$ cat config.mk
export PLATFORM = sky130hd
export DESIGN_NAME = cburst_gen
export DESIGN_NICKNAME = d
export VERILOG_FILES = /design/src/rtl/cburst_pkg.sv /design/src/rtl/cburst_halfdiv.sv /design/src/rtl/cburst_engine.sv /design/src/rtl/cburst_gen.sv
export SDC_FILE = /design/constraint.sdc
export NUM_CORES = 1
export LEC_CHECK = 0
export ABC_AREA = 1
export ABC_CLOCK_PERIOD_IN_PS = 2600
export CAP_MARGIN = 20
export CORE_ASPECT_RATIO = 0.6
export CORE_MARGIN = 3
export CORE_UTILIZATION = 43
export DETAILED_ROUTE_END_ITERATION = 10
export PLACE_DENSITY = 0.86
export RECOVER_POWER = 100
export SLEW_MARGIN = 20
export SYNTH_ARGS = -nofsm -noshare
export SYNTH_HDL_FRONTEND = slang
export SYNTH_SLANG_ARGS = --single-unit
export TNS_END_PERCENT = 20
$ cat constraint.sdc
create_clock -name clk -period 2.6 [get_ports clk]
set_input_delay 0.26 -clock clk [delete_from_list [all_inputs] [get_ports clk]]
set_output_delay 0.26 -clock clk [all_outputs]
set_load 0.02 [all_outputs]
$ cat src/rtl/cburst_pkg.sv
package cburst_pkg;
    typedef enum logic [1:0] {
        ST_IDLE = 2'd0,
        ST_HIGH = 2'd1,
        ST_LOW  = 2'd2,
        ST_WRAP = 2'd3
    } burst_state_e;

    localparam logic [7:0] OFS_COUNT  = 8'h08;
    localparam logic [7:0] OFS_STATUS = 8'h0C;
endpackage

$ cat src/rtl/cburst_halfdiv.sv
module cburst_halfdiv #(
    parameter int HALF = 2
) (
    input  logic clk,
    input  logic rst_n,
    input  logic restart,
    input  logic run,
    output logic tick
);
    generate
        if (HALF <= 1) begin : g_direct
            // every cycle ends a half period
            assign tick = run && !restart;
        end else begin : g_count
            localparam int W = $clog2(HALF);
            localparam logic [W-1:0] LAST = W'(HALF - 1);
            logic [W-1:0] cnt;

            always_ff @(posedge clk or negedge rst_n) begin
                if (!rst_n)
                    cnt <= '0;
                else if (restart || !run || cnt == LAST)
                    cnt <= '0;
                else
                    cnt <= cnt + 1'b1;
            end

            assign tick = run && !restart && (cnt == LAST);
        end
    endgenerate
endmodule

$ cat src/rtl/cburst_engine.sv
module cburst_engine
    import cburst_pkg::*;
#(
    parameter int CNT_W = 12,
    parameter int HALF  = 2
) (
    input  logic             clk,
    input  logic             rst_n,
    input  logic             start,
    input  logic [CNT_W-1:0] start_cnt,
    output logic             pulse,
    output logic             fin,
    output logic             busy,
    output logic [CNT_W-1:0] remaining
);
    burst_state_e state, nxt;
    logic         tick;

    cburst_halfdiv #(.HALF(HALF)) u_div (
        .clk     (clk),
        .rst_n   (rst_n),
        .restart (start),
        .run     (busy),
        .tick    (tick)
    );

    // state register
    always_ff @(posedge clk or negedge rst_n) begin
        if (!rst_n) begin
            state     <= ST_IDLE;
            remaining <= '0;
        end else begin
            state <= nxt;
            if (start)
                remaining <= start_cnt;
            else if (state == ST_LOW && tick)
                remaining <= remaining - 1'b1;
        end
    end

    // next-state logic
    always_comb begin
        nxt = state;
        unique case (state)
            ST_IDLE: nxt = ST_IDLE;
            ST_HIGH: if (tick) nxt = ST_LOW;
            ST_LOW:  if (tick) nxt = (remaining == CNT_W'(1)) ? ST_WRAP : ST_HIGH;
            ST_WRAP: nxt = ST_IDLE;
        endcase
        if (start)
            nxt = (start_cnt == '0) ? ST_WRAP : ST_HIGH;
    end

    // outputs
    always_comb begin
        pulse = (state == ST_HIGH);
        fin   = (state == ST_WRAP);
        busy  = (state == ST_HIGH) || (state == ST_LOW);
    end
endmodule

$ cat src/rtl/cburst_gen.sv
module cburst_gen
    import cburst_pkg::*;
#(
    parameter int ADDR_W   = 8,
    parameter int CNT_W    = 12,
    parameter int HALF_DIV = 2
) (
    input  logic              clk,
    input  logic              rst_n,
    input  logic [ADDR_W-1:0] bus_addr,
    input  logic              bus_wr,
    input  logic [31:0]       bus_wdata,
    output logic [31:0]       bus_rdata,
    output logic              cfg_clk_out
);
    localparam logic [ADDR_W-1:0] A_COUNT  = ADDR_W'(OFS_COUNT);
    localparam logic [ADDR_W-1:0] A_STATUS = ADDR_W'(OFS_STATUS);

    logic             sel_count, sel_status;
    logic             wr_count, clr_done, count_zero;
    logic             fin, busy, pulse, done_q;
    logic [CNT_W-1:0] remaining;

    assign sel_count  = (bus_addr == A_COUNT);
    assign sel_status = (bus_addr == A_STATUS);
    assign wr_count   = bus_wr && sel_count;
    assign clr_done   = bus_wr && sel_status && bus_wdata[0];
    assign count_zero = (bus_wdata[CNT_W-1:0] == '0);

    cburst_engine #(.CNT_W(CNT_W), .HALF(HALF_DIV)) u_engine (
        .clk       (clk),
        .rst_n     (rst_n),
        .start     (wr_count),
        .start_cnt (bus_wdata[CNT_W-1:0]),
        .pulse     (pulse),
        .fin       (fin),
        .busy      (busy),
        .remaining (remaining)
    );

    // sticky completion flag: completion outranks clear
    always_ff @(posedge clk or negedge rst_n) begin
        if (!rst_n)
            done_q <= 1'b0;
        else if (fin)
            done_q <= 1'b1;
        else if (clr_done)
            done_q <= 1'b0;
    end

    always_comb begin
        bus_rdata = '0;
        if (sel_count)
            bus_rdata[CNT_W-1:0] = remaining;
        else if (sel_status)
            bus_rdata[0] = done_q;
    end

    assign cfg_clk_out = pulse;
endmodule

Word-level counts from Yosys, hierarchy flattened
Index checks and enable logic that the tools add are counted.
- flip-flop bits (word level): 16
- input bits: 43
- output and inout port bits: 33
- word-level logic and storage cells: 45
- $add $sub $neg: 2
- eq/ne operators: 8
- muxes and demuxes: 14
- reduce and logical (&&, ||, !) cells: 17
- operators with widths (operator ; number):
    12-bit two-way mux ; 2
    8-bit by 4-bit equality test with 1-bit output, second input constant ; 2
    12-bit by 1-bit equality test with 1-bit output, second input constant ; 1
    12-bit logical NOT ; 1
    12-bit by 1-bit subtractor with 12-bit output, second input constant ; 1
    11-bit two-way mux ; 1
    2-bit two-way mux ; 5
    1-bit logical AND ; 6
    2-bit case mux with 3 select lines ; 1
    1-bit two-way mux ; 5
    2-bit equality test, second input constant ; 2
    2-bit nonzero test ; 2
    1-bit logical OR ; 3
    3-bit by 1-bit inequality test with 1-bit output, second input constant ; 1
    3-bit by 2-bit inequality test with 1-bit output, second input constant ; 1
    2-bit by 1-bit equality test with 1-bit output, second input constant ; 1
    1-bit logical NOT ; 2
    2-bit logical NOT ; 1
    2-bit AND reduction ; 1
    2-bit OR reduction ; 1
    1-bit adder, second input constant ; 1

Depth between registers and ports, before layout
- depth after elaboration: 8
- depth in mapped cells: 11
- mapped depth without buffers: 11

Modules after synthesis
Synthesis repeated with hierarchy kept, for this count alone.
- cell total of the unflattened synthesis: 226
- area, all modules: 1473.9 um^2
- by module, submodules not included (module ; instances ; cells an instance ; area each (um^2) ; seq. area each (um^2)):
    cburst_engine ; 1 ; 148 ; 1017.2 ; 350.3
    cburst_gen ; 1 ; 72 ; 412.9 ; 25.0
    cburst_halfdiv ; 1 ; 6 ; 43.8 ; 25.0

Worst setup path before layout
OpenSTA, ideal clock, no wires.
- path type: register -> register
- start: register u_engine.state[0]
- end: register u_engine.remaining[0]
- setup time: 0.129 ns
- arrival time: 1.343 ns
- required time: 2.471 ns
- setup slack: 1.128 ns
- cell stages (with the launch flop): 6
- path buffers: 1
- period minus slack after synthesis: 1.472 ns
- cells stage by stage: dfrtp_1 inv_1 ha_1 o31ai_2 buf_2 o21ai_0
- word-level cells in the longest chain between the ends: 6
- elaborated cells on any way between the ends: 7
- classes of those cells: 2 x eq/ne; 5 x reduce/logical
- RTL lines (what ; line ; RTL):
    start: declaration ; cburst_engine.sv:16 ; burst_state_e state, nxt;
    start signal: assignment ; cburst_engine.sv:33 ; state <= nxt;
    2-bit by 1-bit equality test with 1-bit output / 2-bit equality test (equally long branches) ; cburst_engine.sv:58, cburst_engine.sv:36 ;
    1-bit logical OR ; cburst_engine.sv:58 ; busy = (state == ST_HIGH) || (state == ST_LOW);
    1-bit logical AND (2 in series) ; cburst_halfdiv.sv:28 ; assign tick = run && !restart && (cnt == LAST);
    1-bit logical AND (*) ; cburst_engine.sv:36 ; else if (state == ST_LOW && tick)
    2-bit nonzero test (no line) (*) ; -- ;
    end signal: assignment ; cburst_engine.sv:35 ; remaining <= start_cnt;
    end signal: assignment ; cburst_engine.sv:37 ; remaining <= remaining - 1'b1;
    end: declaration ; cburst_engine.sv:14 ; output logic [CNT_W-1:0] remaining
Every way passes the cells marked *; elsewhere a longest branch is shown, timed or not.
A chain may end at the register's enable or synchronous reset.

Worst setup path in the final report
- start: input bus_addr[7]
- end: output bus_rdata[1]
- word-level cells in the longest chain between the ends: 2
- RTL lines (what ; line ; RTL):
    start: declaration ; cburst_gen.sv:10 ; input logic [ADDR_W-1:0] bus_addr,
    8-bit by 4-bit equality test with 1-bit output ; cburst_gen.sv:24 ; assign sel_count = (bus_addr == A_COUNT);
    11-bit two-way mux ; cburst_gen.sv:53 ; if (sel_count)
    end: declaration ; cburst_gen.sv:13 ; output logic [31:0] bus_rdata,
No other way between the ends.

==> impl_metrics.json <==
{
  "seq_power_share_pct": 28.9,
  "fin_nets": 314,
  "vias": 1468,
  "htreeDepth": 1,
  "cp.depth": 7,
  "wl_per_cell_um": 11.5,
  "hp-class": "reg2reg",
  "clk_latency_ns": 0.26,
  "yosysUniqueCellTypes": 26,
  "cts.repair.resized": 0,
  "period_share_pct": 87.7,
  "seqCellArea_sq_um": 400,
  "worstPathRequired_ns": 2.34,
  "rr_endpoint": "u_engine.remaining[5]",
  "cts_tree": "built",
  "switching_power_mw": 0.695,
  "p_sw_share_pct": 47.6,
  "die_w_um": 81.2,
  "drt_iter0_drc": 82,
  "num_rows": 15,
  "drcViolationCount": 0,
  "crit_family": "buffers and inverters",
  "worstSetupPathType": "in2out",
  "yosys_warnings": 0,
  "core_area_sq_mm": 0.00304,
  "placed_area_sq_mm": 0.00176,
  "synth_top_area_share_pct": 27.4,
  "io_pins": 76,
  "drv_cap": 0,
  "r2r_slack_ns": 0.41,
  "synth_seq_cells": 16,
  "gr-total-overflow": 0,
  "cp_cell_sequence": "clkdlybuf4s50_1 -> nor2_1 -> and2_0 -> nand2_1 -> buf_4 -> nor2_1 -> dlygate4sd3_1",
  "reg2reg_from": "u_engine.state[0]",
  "grt_pass1_wl_um": 5730,
  "ant_nets": 0,
  "grt_max_degree": 17,
  "post-cts-setup-buffers": 0,
  "top_layer": "met4",
  "ir_worst_vdd_mv": 0.361,
  "total_power_mw": 1.46,
  "max_stage_delay_ns": 0.68,
  "syn_avg_cell_area_sq_um": 6.37,
  "p_int_mw": 0.766,
  "place_ws_ns": 0.385,
  "rsz0062_at_grt": "no",
  "synthTopCellsByArea": "dfrtp_1 (27%), nand2_1 (16%), buf_4 (11%), nor2_1 (9.0%), inv_1 (7.5%)",
  "rr_worst_depth": 5,
  "crit_path_start": "bus_addr[7]",
  "globalplace.congestion": 0.916,
  "wl_met2_um": 1670,
  "p_leak_nw": 0.941,
  "fillers": 301,
  "dr.pass1.iters": 4,
  "p_clk_share_pct": 15.6,
  "final_area_sq_mm": 0.00180,
  "dieArea_sq_mm": 0.00415,
  "yosysTopAreaCell": "dfrtp_1",
  "cts_hold_buffers": 0,
  "finalHoldViolCount": 0,
  "die_h_um": 51.1,
  "endpoint_kind": "output pin",
  "skew_ns": 0.00469,
  "path_buf_inv": 3,
  "status": "finished clean",
  "relSlewSlack_pct": 42.1,
  "worst_slack_ns": 0.319,
  "cts.sinks": 16,
  "arrival_ns": 2.02,
  "whs_ns": 0.475,
  "grt_usage_pct": 17.8,
  "n_antenna_cell": 0,
  "cp-start-kind": "input port",
  "io_buffers": 35,
  "fin_util_pct": 59.3,
  "timing.critical_path.to": "bus_rdata[1]",
  "cts_buffers": 3,
  "multi_input_area_sq_um": 810,
  "slew_viol_final": 0,
  "worst-path-max-fanout": 6,
  "grt_pass1_vias": 1251,
  "routed_wl_um": 3540,
  "dp_hpwl_um": 2840,
  "final_common_cell": "nand2_1",
  "setup_viol": 0,
  "wl_met1_um": 1610,
  "ys_seq_area_share_pct": 27.4,
  "power_density_mw_per_mm2": 810,
  "final_cell_mix": "nand2_1 (64), nor2_1 (35), inv_1 (29)",
  "synthToLayoutAreaGrowth_pct": 23.6,
  "start_util_pct": 48.0,
  "viasPerCell": 4.78,
  "layout-drive-gt1-share_pct": 5.28,
  "wl_met3_um": 217,
  "instances_no_fill": 307,
  "crit_slowest_cell": "dlygate4sd3_1",
  "tightest_slew_ns": 0.863,
  "clkSlewWorstSetupHoldPaths_ns": 0.06,
  "cts_root_buf": "clkbuf_8",
  "clk_path_buf_depth": 2,
  "fmax_mhz": 438,
  "synth.cell_area_sq_mm": 0.00146,
  "antenna_found_initial": 0,
  "finalCriticalPeriod_ns": 2.28,
  "pwr-share-comb_pct": 55.5,
  "crit_top_cell": "nor2_1",
  "fin_tns_setup_ns": 0,
  "synth_cells": 229,
  "place_inst": 303
}
## state kept, by name (all words and copies together), names as in the netlist
register	cells
done_q	1
u_engine.state	2
u_engine.u_div.g_count.cnt	1
u_engine.remaining	12
## cell type report
cell class / count / share of cell area (%)
Timing Repair Buffer: 39 / 20.9
Multi-Input combinational cell: 177 / 44.9
Sequential cell: 16 / 22.2
Tap cell: 42 / 2.91
Clock buffer: 4 / 3.05
Inverter: 29 / 6.04
## power by group through the flow
stage	logic (mW)	clock network [mW]	registers [mW]
2_1_floorplan	0.653	0	0.402
3_3_place_gp	0.773	0	0.421
3_5_place_dp	0.799	0	0.424
4_1_cts	0.814	0.233	0.419
5_1_grt	0.934	0.245	0.432
6_report	0.811	0.227	0.423
## synth_stat cells (all sizes together)
cell type,n
o31ai,1
nand3,19
buf,25
o21bai,1
nand2,64
nor2,38
nor3,2
ha,5
clkbuf,1
and2,2
nand4,4
inv,29
or2,1
dfrtp,16
o21ai,18
o22ai,1
xor2,1
conb,1
## kinds of logic after synthesis
| family | Yosys count | share of synthesized area, % |
|---|---|---|
| and+or+nand+nor | 130 | 37.5 |
| buffers and inverters | 55 | 21.2 |
| AOI/OAI and AO/OA | 21 | 8.75 |
| DFF | 16 | 27.4 |
| adders and majority gates | 5 | 4.29 |
| xor gates and xnor gates | 1 | 0.600 |
| other | 1 | 0.257 |
## worst min-delay path by stage
stage	startpoint	end	slack, ns	cells past startpoint
final	u_engine.u_div.g_count.cnt	u_engine.u_div.g_count.cnt	0.47	1
after global routing	u_engine.u_div.g_count.cnt	u_engine.u_div.g_count.cnt	0.51	1
after CTS	u_engine.u_div.g_count.cnt	u_engine.u_div.g_count.cnt	0.47	1
after detailed placement	u_engine.u_div.g_count.cnt	u_engine.u_div.g_count.cnt	0.46	1
after global placement	u_engine.u_div.g_count.cnt	u_engine.u_div.g_count.cnt	0.45	1
after floorplan	rst_n	done_q	-0.04	0
## worst reg2reg max path, cell delays in order (launching register included)
cell	delay [ns]
dfrtp_1	0.38
inv_1	0.06
ha_1	0.33
o31ai_2	0.77
clkbuf_1	0.39
o21ai_0	0.14
## metal layers
metal / track usage, % / vias up
li1: - / 742
met1: 24.8 / 676
met2: 27.9 / 44
met3: 4.05 / 6
met4: 3.93 / 0
met5: 0 / -
Note: power is estimated with default switching activity, not from simulation.
